$ cat src/rtl/dvfs_pkg.sv
package dvfs_pkg;
  typedef enum logic [1:0] {
    SQ_IDLE,
    SQ_SETTLE,
    SQ_UPWAIT,
    SQ_DNWAIT
  } seq_state_t;
endpackage

$ cat src/rtl/dvfs_stall_window.sv
module dvfs_stall_window #(
  parameter int WIN_CYCLES = 256,
  parameter int CNT_W      = $clog2(WIN_CYCLES + 1)
) (
  input  logic             clk,
  input  logic             rst,
  input  logic             in_blocked,
  input  logic             out_blocked,
  output logic             win_v,
  output logic [CNT_W-1:0] in_tot,
  output logic [CNT_W-1:0] out_tot
);
  localparam int WIN_W = (WIN_CYCLES > 1) ? $clog2(WIN_CYCLES) : 1;
  localparam logic [WIN_W-1:0] LAST = WIN_W'(WIN_CYCLES - 1);

  logic [WIN_W-1:0] wcnt;
  logic [CNT_W-1:0] in_acc, out_acc;
  logic             last;

  assign last = (wcnt == LAST);

  always_ff @(posedge clk) begin
    if (rst) begin
      wcnt    <= '0;
      in_acc  <= '0;
      out_acc <= '0;
      in_tot  <= '0;
      out_tot <= '0;
      win_v   <= 1'b0;
    end else begin
      win_v <= last;
      if (last) begin
        wcnt    <= '0;
        in_tot  <= in_acc + CNT_W'(in_blocked);
        out_tot <= out_acc + CNT_W'(out_blocked);
        in_acc  <= '0;
        out_acc <= '0;
      end else begin
        wcnt    <= wcnt + 1'b1;
        in_acc  <= in_acc + CNT_W'(in_blocked);
        out_acc <= out_acc + CNT_W'(out_blocked);
      end
    end
  end

  // a window-end strobe lasts one cycle
  a_r1_win_single: assert property (@(posedge clk) disable iff (rst)
    win_v |=> !win_v);

  // a window never holds more events than it has cycles
  a_r1_count_bound: assert property (@(posedge clk) disable iff (rst)
    win_v |-> (in_tot <= CNT_W'(WIN_CYCLES)) && (out_tot <= CNT_W'(WIN_CYCLES)));
endmodule

$ cat src/rtl/dvfs_div_en.sv
module dvfs_div_en #(
  parameter int NUM_LVL = 4,
  parameter int LVL_W   = $clog2(NUM_LVL)
) (
  input  logic             clk,
  input  logic             rst,
  input  logic [LVL_W-1:0] req_lvl,
  output logic             en,
  output logic [LVL_W-1:0] eff_lvl
);
  localparam int DCW = (NUM_LVL > 1) ? NUM_LVL - 1 : 1;

  logic [DCW-1:0] cnt;
  logic [DCW-1:0] period_m1;

  assign period_m1 = DCW'((1 << eff_lvl) - 1);

  always_ff @(posedge clk) begin
    if (rst) begin
      cnt     <= '0;
      en      <= 1'b0;
      eff_lvl <= '0;
    end else if (cnt == period_m1) begin
      cnt     <= '0;
      en      <= 1'b1;
      eff_lvl <= req_lvl;
    end else begin
      cnt <= cnt + 1'b1;
      en  <= 1'b0;
    end
  end

  // the divider level only moves together with an enable pulse
  a_r6_switch_on_boundary: assert property (@(posedge clk) disable iff (rst)
    !$stable(eff_lvl) |-> en);

  // below full rate, pulses are never back to back
  a_r6_no_short_pulse: assert property (@(posedge clk) disable iff (rst)
    (en && eff_lvl != '0) |=> !en);
endmodule

$ cat src/rtl/dvfs_lvl_seq.sv
module dvfs_lvl_seq
  import dvfs_pkg::*;
#(
  parameter int NUM_LVL  = 4,
  parameter int LVL_W    = $clog2(NUM_LVL),
  parameter int CNT_W    = 9,
  parameter int SETTLE_W = 8
) (
  input  logic                clk,
  input  logic                rst,
  input  logic                win_v,
  input  logic [CNT_W-1:0]    in_tot,
  input  logic [CNT_W-1:0]    out_tot,
  input  logic [CNT_W-1:0]    in_thresh,
  input  logic [CNT_W-1:0]    out_thresh,
  input  logic [SETTLE_W-1:0] settle_cycles,
  input  logic                force_en,
  input  logic [LVL_W-1:0]    force_lvl,
  input  logic [LVL_W-1:0]    eff_lvl,
  output logic [LVL_W-1:0]    div_req,
  output logic [NUM_LVL-1:0]  rail_sel
);
  localparam logic [LVL_W-1:0] SLOWEST = LVL_W'(NUM_LVL - 1);

  seq_state_t          st;
  logic [LVL_W-1:0]    goal, mv;
  logic [SETTLE_W-1:0] scnt;
  logic                want_up, want_dn;

  assign want_up = (in_tot > in_thresh) && !(out_tot > out_thresh);
  assign want_dn = (out_tot > out_thresh) && !(in_tot > in_thresh);

  // target level: forced, or stepped once per window
  always_ff @(posedge clk) begin
    if (rst) begin
      goal <= '0;
    end else if (force_en) begin
      goal <= force_lvl;
    end else if (win_v) begin
      if (want_up && goal != '0)
        goal <= goal - 1'b1;
      else if (want_dn && goal != SLOWEST)
        goal <= goal + 1'b1;
    end
  end

  // ordering of rail and divider changes
  always_ff @(posedge clk) begin
    if (rst) begin
      st       <= SQ_IDLE;
      div_req  <= '0;
      mv       <= '0;
      scnt     <= '0;
      rail_sel <= NUM_LVL'(1);
    end else begin
      unique case (st)
        SQ_IDLE: begin
          if (goal < div_req) begin
            mv       <= goal;
            rail_sel <= NUM_LVL'(1) << goal;
            scnt     <= settle_cycles;
            st       <= SQ_SETTLE;
          end else if (goal > div_req) begin
            div_req <= goal;
            st      <= SQ_DNWAIT;
          end
        end
        SQ_SETTLE: begin
          if (scnt == '0) begin
            div_req <= mv;
            st      <= SQ_UPWAIT;
          end else begin
            scnt <= scnt - 1'b1;
          end
        end
        SQ_UPWAIT: begin
          if (eff_lvl == div_req) st <= SQ_IDLE;
        end
        SQ_DNWAIT: begin
          if (eff_lvl == div_req) begin
            rail_sel <= NUM_LVL'(1) << div_req;
            st       <= SQ_IDLE;
          end
        end
        default: st <= SQ_IDLE;
      endcase
    end
  end

  // a forced level is taken as the target on the next cycle
  a_r10_force_tracks: assert property (@(posedge clk) disable iff (rst)
    force_en |=> goal == $past(force_lvl));

  // unforced, the target moves by at most one step
  a_r5_single_step: assert property (@(posedge clk) disable iff (rst)
    !force_en |=> (goal == $past(goal)) || (goal == $past(goal) + 1'b1) ||
                  (goal == $past(goal) - 1'b1));

  // a faster divider request finds its rail already raised
  a_r8_rail_leads: assert property (@(posedge clk) disable iff (rst)
    (div_req < $past(div_req)) |-> rail_sel == (NUM_LVL'(1) << div_req));

  // the rail is lowered only once the divider has already slowed
  a_r9_rail_trails: assert property (@(posedge clk) disable iff (rst)
    (rail_sel > $past(rail_sel)) |-> rail_sel == (NUM_LVL'(1) << eff_lvl));
endmodule

$ cat src/rtl/dvfs_util_ctrl.sv
module dvfs_util_ctrl #(
  parameter int WIN_CYCLES = 256,
  parameter int NUM_LVL    = 4,
  parameter int SETTLE_W   = 8,
  localparam int LVL_W     = $clog2(NUM_LVL),
  localparam int CNT_W     = $clog2(WIN_CYCLES + 1)
) (
  input  logic                clk,
  input  logic                rst,
  input  logic                in_blocked,
  input  logic                out_blocked,
  input  logic [CNT_W-1:0]    in_thresh,
  input  logic [CNT_W-1:0]    out_thresh,
  input  logic [SETTLE_W-1:0] settle_cycles,
  input  logic                force_en,
  input  logic [LVL_W-1:0]    force_lvl,
  output logic                clk_en,
  output logic [NUM_LVL-1:0]  rail_sel,
  output logic [LVL_W-1:0]    cur_lvl
);
  logic             win_v;
  logic [CNT_W-1:0] in_tot, out_tot;
  logic [LVL_W-1:0] div_req;

  dvfs_stall_window #(.WIN_CYCLES(WIN_CYCLES), .CNT_W(CNT_W)) u_win (
    .clk(clk), .rst(rst),
    .in_blocked(in_blocked), .out_blocked(out_blocked),
    .win_v(win_v), .in_tot(in_tot), .out_tot(out_tot)
  );

  dvfs_lvl_seq #(.NUM_LVL(NUM_LVL), .LVL_W(LVL_W), .CNT_W(CNT_W),
                 .SETTLE_W(SETTLE_W)) u_seq (
    .clk(clk), .rst(rst),
    .win_v(win_v), .in_tot(in_tot), .out_tot(out_tot),
    .in_thresh(in_thresh), .out_thresh(out_thresh),
    .settle_cycles(settle_cycles),
    .force_en(force_en), .force_lvl(force_lvl),
    .eff_lvl(cur_lvl), .div_req(div_req), .rail_sel(rail_sel)
  );

  dvfs_div_en #(.NUM_LVL(NUM_LVL), .LVL_W(LVL_W)) u_div (
    .clk(clk), .rst(rst),
    .req_lvl(div_req), .en(clk_en), .eff_lvl(cur_lvl)
  );

  // exactly one rail selected
  a_r7_rail_onehot: assert property (@(posedge clk) disable iff (rst)
    $countones(rail_sel) == 1);

  // the rail never sits below the one the running divider needs
  a_r7_rail_not_low: assert property (@(posedge clk) disable iff (rst)
    (rail_sel >> cur_lvl) <= 1);
endmodule

$ cat config.mk
export PLATFORM = sky130hd
export DESIGN_NAME = dvfs_util_ctrl
export DESIGN_NICKNAME = d
export VERILOG_FILES = /design/src/rtl/dvfs_pkg.sv /design/src/rtl/dvfs_stall_window.sv /design/src/rtl/dvfs_div_en.sv /design/src/rtl/dvfs_lvl_seq.sv /design/src/rtl/dvfs_util_ctrl.sv
export SDC_FILE = /design/constraint.sdc
export NUM_CORES = 1
export LEC_CHECK = 0
export ABC_CLOCK_PERIOD_IN_PS = 3600
export BUFFER_PORTS_ARGS = -buffer_cell sky130_fd_sc_hd__clkbuf_2
export CAP_MARGIN = 0
export CORE_UTILIZATION = 30
export CTS_CLUSTER_SIZE = 24
export DETAILED_ROUTE_END_ITERATION = 8
export PLACE_DENSITY_LB_ADDON = 0.12
export SYNTH_ARGS = -nofsm -noshare
export SYNTH_HDL_FRONTEND = slang
export SYNTH_SLANG_ARGS = --single-unit
export TNS_END_PERCENT = 30
$ cat constraint.sdc
create_clock -name clk -period 3.6 [get_ports clk]
set_clock_uncertainty 0.2 [all_clocks]
set_input_delay 0.18 -clock clk [delete_from_list [all_inputs] [get_ports clk]]
set_output_delay 0.18 -clock clk [all_outputs]
set_load 0.1 [all_outputs]
==> results.cfg, run 1 <==
[finish]
nNetsFinal = 530
diodes = 0
drive_gt1_share_pct = 14.0
final_common_cell = nor2_1
area_delta_synth_final_pct = 19.9
final_cell_mix = nor2_1, dfxtp_1, nand2_1

[setup_path]
slowest_stage = nand2b_1
crit_chain = nand2b_1 -> a41oi_4 -> or2_1 -> or3_4 -> a211oi_2 -> a211oi_2
cp_data_required_time_ns = 3.60
criticalPathCategory = reg2reg
end_kind = flip-flop
rr_worst_depth = 6
arrival_ns = 2.71
r2r_slack_ns = 0.89
crit_fanout = 19
worst_setup_path_start_kind = flip-flop
cpPeakStageDelay_ns = 0.60
reg2reg_to = u_seq.div_req[1]$_SDFFE_PP0P_
rr_startpoint = u_seq.st[1]$_SDFFE_PP0P_
critical_path.most_common_cell = a211oi_2

[global_routing]
grt_pass1_vias = 2913
antenna_found_initial = 0
grt_pass1_wl_um = 13500
overflow = 0
grtUsageTotal_pct = 13.7
grt_max_degree = 44

[sta]
slew_viol_final = 0
finalHoldViolCount = 0
hold_ws_ns = 0.0154
max_slew_margin_pct = 49.8
setup_slack_ns = 0.890
fin_crit_sh_pct = 75.3
max_clock_freq_ghz = 0.369
setup_violations = 0
fin_crit_ns = 2.71
worst_pin_slew_ns = 0.733
rsz0062_at_grt = no
setup_tns_ns = 0

[synth]
ys_types = 44
synthArstFlopShare_pct = 0
synthesis.area_um2 = 3590
ys_seq_elements = 71
synth_seq_area_share_pct = 39.6
yosysWarningCount = 0
synth_edf_count = 0
netlist_instances = 428
yosys.area.top_type_share_pct = 39.6
synth.largest_area_cell = dfxtp_1
syn_nets = 489
synth_ff_type = dfxtp_1
ys_top_cells_by_area = dfxtp_1, ha_1, nor2_1, nand2_1, a211oi_1
postSynthAreaPerCell_um2 = 8.40

[floorplanning]
dieArea_um2 = 12400
fp.dieW_um = 111
num_rows = 39
initial_core_util_pct = 31.1
core_area_um2 = 11600
io_pins = 40
die_h_um = 111

[routing]
drtPass1Iterations = 7
vias = 2963
drc = 6
antenna_left = 0
wl_um = 7660
drt-initial-drc-count = 146
wire_per_inst_um = 12.4
vias_per_cell = 4.81

[clock_tree]
clock-sinks = 71
cts_tree = built
clkLatencyLatePin_ns = 0.33
cts_root_buffer = clkbuf_16
htreeDepth = 3
cts_resized = 0
clk_pin_slew_ns = 0.06
numCtsBuffers = 9
clock_path_buffers = 2

[placement]
io_buffers = 39
dp_slack_ns = 0.902
gp_congestion = 0.752
dp.final_hpwl_um = 5510

[power]
p_sw_mw = 0.940
combPwrFrac_pct = 28.9
clkPwrFrac_pct = 36.2
cellInternalPower_mw = 1.84
pwr-share-seq_pct = 34.9
power.leakage_nw = 1.80
peakVddDrop_uv = 197
pwr_density_cell_nw_per_um2 = 645
total_power_mw = 2.78
switching_share_pct = 33.8

[status]
outcome = finished with violations
violations = DRC

[hold_path]
min_path_type = in2reg
worstHoldPathCells = 5
holdPathEnd = u_seq.scnt[4]$_SDFFE_PP0P_
holdCritStartpoint = settle_cycles[4]

[flow_run]
cap_violations = 0
==> routing by layer <==
metal / GRT usage [%] / routed length [um]
met1: 17.3 / 3930
met2: 21.9 / 3260
met3: 3.59 / 309
met4: 6.31 / 166
met5: 0 / 0
==> what timing repair did <==
action / in CTS / in global routing
hold buffers: 7 / 0
endpoints found under the hold margin: 6 / 0
setup buffers: 0 / 0
==> metrics by stage <==
stage | area (um2) | instances | util [%]
global placement | 3900 | 594 | 33.7
CTS | 4310 | 616 | 37.2
floorplan | 3590 | 428 | -
finish | 4310 | 616 | 37.2
global route | 4310 | 616 | 37.2
detailed placement | 3900 | 594 | 33.7
==> sequential cells by signal, summed over array words and instances (netlist names) <==
| signal | cells |
|---|---|
| u_win.in_tot | 9 |
| u_seq.scnt | 8 |
| u_seq.mv | 2 |
| u_win.out_acc | 9 |
| u_div.eff_lvl | 2 |
| u_win.out_tot | 9 |
| u_seq.st | 2 |
| u_win.win_v | 1 |
| u_seq.rail_sel | 4 |
| u_div.en | 1 |
| u_seq.div_req | 2 |
| u_seq.goal | 2 |
| u_win.in_acc | 9 |
| u_win.wcnt | 8 |
| u_div.cnt | 3 |
==> area by class of cell <==
type / count / area (um2)
fillers: 1181 / 7260
multi-input cells: 312 / 1990
flip-flops and latches: 71 / 1420
repair buffers: 49 / 288
clock buffers: 9 / 225
well taps: 143 / 179
clock inverters: 6 / 110
inverters: 26 / 97.6
==> cells in the mapped netlist (6+ instances only) <==
cell type / count
nor3_1: 6
a211oi_1: 18
nor2_1: 73
ha_1: 28
mux2i_1: 7
nand3_1: 21
dfxtp_1: 71
nand2_1: 40
o21ai_0: 11
xnor2_1: 12
inv_1: 26
xor2_1: 12
clkbuf_1: 16
and3_1: 9
a21oi_1: 24
==> critical path, delay by kind of cell, from the launching register on <==
family,cells,cell delay (ns)
AND/OR/NAND/NOR,3,1.54
flip-flops,1,0.49
AO/OA/AOI/OAI,3,0.34
==> cell families (layout without fill, tap and decap cells) <==
kind of cell	count (synthesis)	in the layout	synth area share [%]
flip-flops	71	71	39.6
buffers and inverters	45	90	5.15
AND/OR/NAND/NOR	175	175	22.3
AO/OA/AOI/OAI	78	78	15.5
adder cells (fa/ha/maj)	28	28	9.75
XOR/XNOR	24	24	5.85
multiplexers	7	7	1.95
==> power groups by stage <==
stage                     sequential, mW  clock, mW  combinational [mW]
after global routing               0.985       1.07               0.904
after floorplan                     1.07          0               0.588
after detailed placement           0.987          0               0.798
final                              0.970       1.00               0.804
after global placement             0.986          0               0.793
after CTS                          0.970       1.04               0.809
==> worst max-delay path by stage <==
stage	start	endpoint	depth (start not counted)
after floorplan	u_div.eff_lvl[1]$_SDFFE_PP0P_	u_seq.rail_sel[1]$_SDFFE_PP0P_	6
after global placement	u_seq.st[1]$_SDFFE_PP0P_	u_seq.div_req[1]$_SDFFE_PP0P_	6
after detailed placement	u_seq.st[1]$_SDFFE_PP0P_	u_seq.div_req[1]$_SDFFE_PP0P_	6
after CTS	u_seq.st[1]$_SDFFE_PP0P_	u_seq.div_req[1]$_SDFFE_PP0P_	6
after global routing	u_seq.st[1]$_SDFFE_PP0P_	u_seq.div_req[1]$_SDFFE_PP0P_	6
final	u_seq.st[1]$_SDFFE_PP0P_	u_seq.div_req[1]$_SDFFE_PP0P_	6
No activity file was read; power rests on OpenSTA's default activity.
==> run 2: changes to the inputs <==
Settings changed: ABC_CLOCK_PERIOD_IN_PS 3600 to 2600.
Clock period 3.6 ns to 2.6 ns, I/O delays scaled along.
==> run 2 against run 1 <==
  * Critical path depth grew 2
  * Sequential cell count is the same
  * Via count shrank 0.84%
  * The run still ends with DRC left
  * Combinational power grew 46%
  * Worst setup slack lost 0.68 ns
  * Non-clock buffer count grew 13
  * Worst hold slack gained 0.0080 ns
  * Core utilization grew 1.1 points
  * Clock-buffer cell count grew 2
  * Die area is the same
==> results.cfg, run 2 (synthesized netlist as in run 1, its figures left out) <==
[status]
outcome = finished with violations
violations = DRC

[setup_path]
cp-startpoint = u_win.out_tot[6]$_SDFFE_PP0P_
crit_cells = 8
arrival_ns = 2.46
worst_setup_path_start_kind = flip-flop
crit_fanout = 3
rr_startpoint = u_win.out_tot[6]$_SDFFE_PP0P_
crit_chain = ha_1 -> a21o_1 -> a21o_1 -> a2111oi_2 -> buf_4 -> o211ai_1 -> a2111o_1 -> nand3_1
end_kind = flip-flop
cp_top_family = compound AO/OA/AOI/OAI gates
crit_end = u_seq.goal[0]$_SDFFE_PP0P_
slowest_stage = a2111oi_2
r2r_slack_ns = 0.21
cpPeakStageDelay_ns = 0.40
criticalPathCategory = reg2reg
rr_worst_depth = 8
cp_num_buf_inv = 1
critical_path.most_common_cell = a21o_1
cp_data_required_time_ns = 2.67
reg2reg_to = u_seq.goal[0]$_SDFFE_PP0P_

[floorplanning]
fp.dieW_um = 111
num_rows = 39
initial_core_util_pct = 31.1
io_pins = 40
core_area_um2 = 11600
dieArea_um2 = 12400
die_h_um = 111

[clock_tree]
cts_tree = built
clock_path_buffers = 2
post_cts_buffers = 0
cts_root_buffer = clkbuf_16
clock-sinks = 71
clkLatencyLatePin_ns = 0.33
numCtsBuffers = 9
clk_pin_slew_ns = 0.06
htreeDepth = 3

[finish]
area_delta_synth_final_pct = 23.5
final_cell_mix = nor2_1, dfxtp_1, nand2_1
nFillCells = 1188
diodes = 0
final_common_cell = nor2_1
nNetsFinal = 543
stdcell_count = 630
drive_gt1_share_pct = 15.4

[routing]
antenna_left = 0
drtPass1Iterations = 6
wire_per_inst_um = 12.4
drc = 8
vias_per_cell = 4.66
drt-initial-drc-count = 154
vias = 2938
wl_um = 7800

[placement]
io_buffers = 39
gp_congestion = 0.740
place_inst = 601
dp.final_hpwl_um = 5590

[global_routing]
overflow = 0
grt_pass1_wl_um = 13700
grt_pass1_vias = 2913
grt_max_degree = 44
antenna_found_initial = 0
grtUsageTotal_pct = 13.8

[power]
pwr_density_cell_nw_per_um2 = 870
pwr-share-seq_pct = 34.7
cellInternalPower_mw = 2.55
total_power_mw = 3.86
p_sw_mw = 1.32
switching_share_pct = 34.1
combPwrFrac_pct = 30.2
peakVddDrop_uv = 318
clkPwrFrac_pct = 35.1
power.leakage_nw = 1.87

[sta]
slew_viol_final = 0
worst_pin_slew_ns = 0.547
finalHoldViolCount = 0
max_clock_freq_ghz = 0.418
fin_crit_ns = 2.39
setup_tns_ns = 0
setup_violations = 0
max_slew_margin_pct = 63.5
rsz0062_at_grt = no
fin_crit_sh_pct = 92.0

[flow_run]
cap_violations = 0

[hold_path]
min_path_type = in2reg
## run 2: per-stage QoR
step                hold WS (ns)  setup slack, ns  instance area (um2)  util [%]
floorplan                 0.0819            0.221                 3590         -
global placement           0.194            0.235                 3970      34.3
detailed placement         0.201           0.0928                 3970      34.3
CTS                      0.00538           0.0593                 4430      38.3
global route              0.0411           0.0913                 4440      38.4
finish                    0.0235            0.209                 4440      38.4
## run 2: area by class of cell
| type | instances | area [um2] | share of cell area (%) |
|---|---|---|---|
| multi-input cells | 312 | 1990 | 44.9 |
| clock buffers | 11 | 253 | 5.70 |
| repair buffers | 62 | 413 | 9.31 |
| flip-flops and latches | 71 | 1420 | 32.0 |
| inverters | 26 | 97.6 | 2.20 |
| well taps | 143 | 179 | 4.03 |
| clock inverters | 5 | 80.1 | 1.80 |
## run 2: how the worst min path moves through the flow
| stage | from | end | depth (start not counted) |
|---|---|---|---|
| after CTS | force_lvl[1] | u_seq.goal[1]$_SDFFE_PP0P_ | 4 |
| final | force_lvl[1] | u_seq.goal[1]$_SDFFE_PP0P_ | 4 |
| after global placement | settle_cycles[0] | u_seq.scnt[0]$_SDFFE_PP0P_ | 3 |
| after detailed placement | settle_cycles[0] | u_seq.scnt[0]$_SDFFE_PP0P_ | 3 |
| after floorplan | settle_cycles[0] | u_seq.scnt[0]$_SDFFE_PP0P_ | 2 |
| after global routing | force_lvl[1] | u_seq.goal[1]$_SDFFE_PP0P_ | 4 |
## run 2: per-layer routing
layer	part of all wire [%]	vias up	wire [um]	track usage (%)
li1	-	1584	-	-
met2	42	43	3240	21.4
met5	0	-	0	0
met1	54	1303	4190	18.4
met4	1.3	0	99	5.41
met3	3.5	8	272	3.43
## run 2: power by group through the flow
stage / Combinational (mW) / Sequential, mW / Clock (mW)
floorplan: 0.814 / 1.48 / 0
global placement: 1.15 / 1.36 / 0
detailed placement: 1.15 / 1.36 / 0
CTS: 1.18 / 1.34 / 1.40
global route: 1.32 / 1.36 / 1.45
finish: 1.17 / 1.34 / 1.36
## run 2: what timing repair did
item                                   CTS  global route
gates resized for setup                  0             2
hold buffers                            13             0
setup endpoints to repair                0             2
endpoints found under the hold margin   13             0
## run 2: worst min-delay path: cells and delay by family
kind,cells,cell delay (ns)
AO/OA/AOI/OAI,2,0.11
buffers and inverters,1,0.11
AND/OR/NAND/NOR,1,0.17
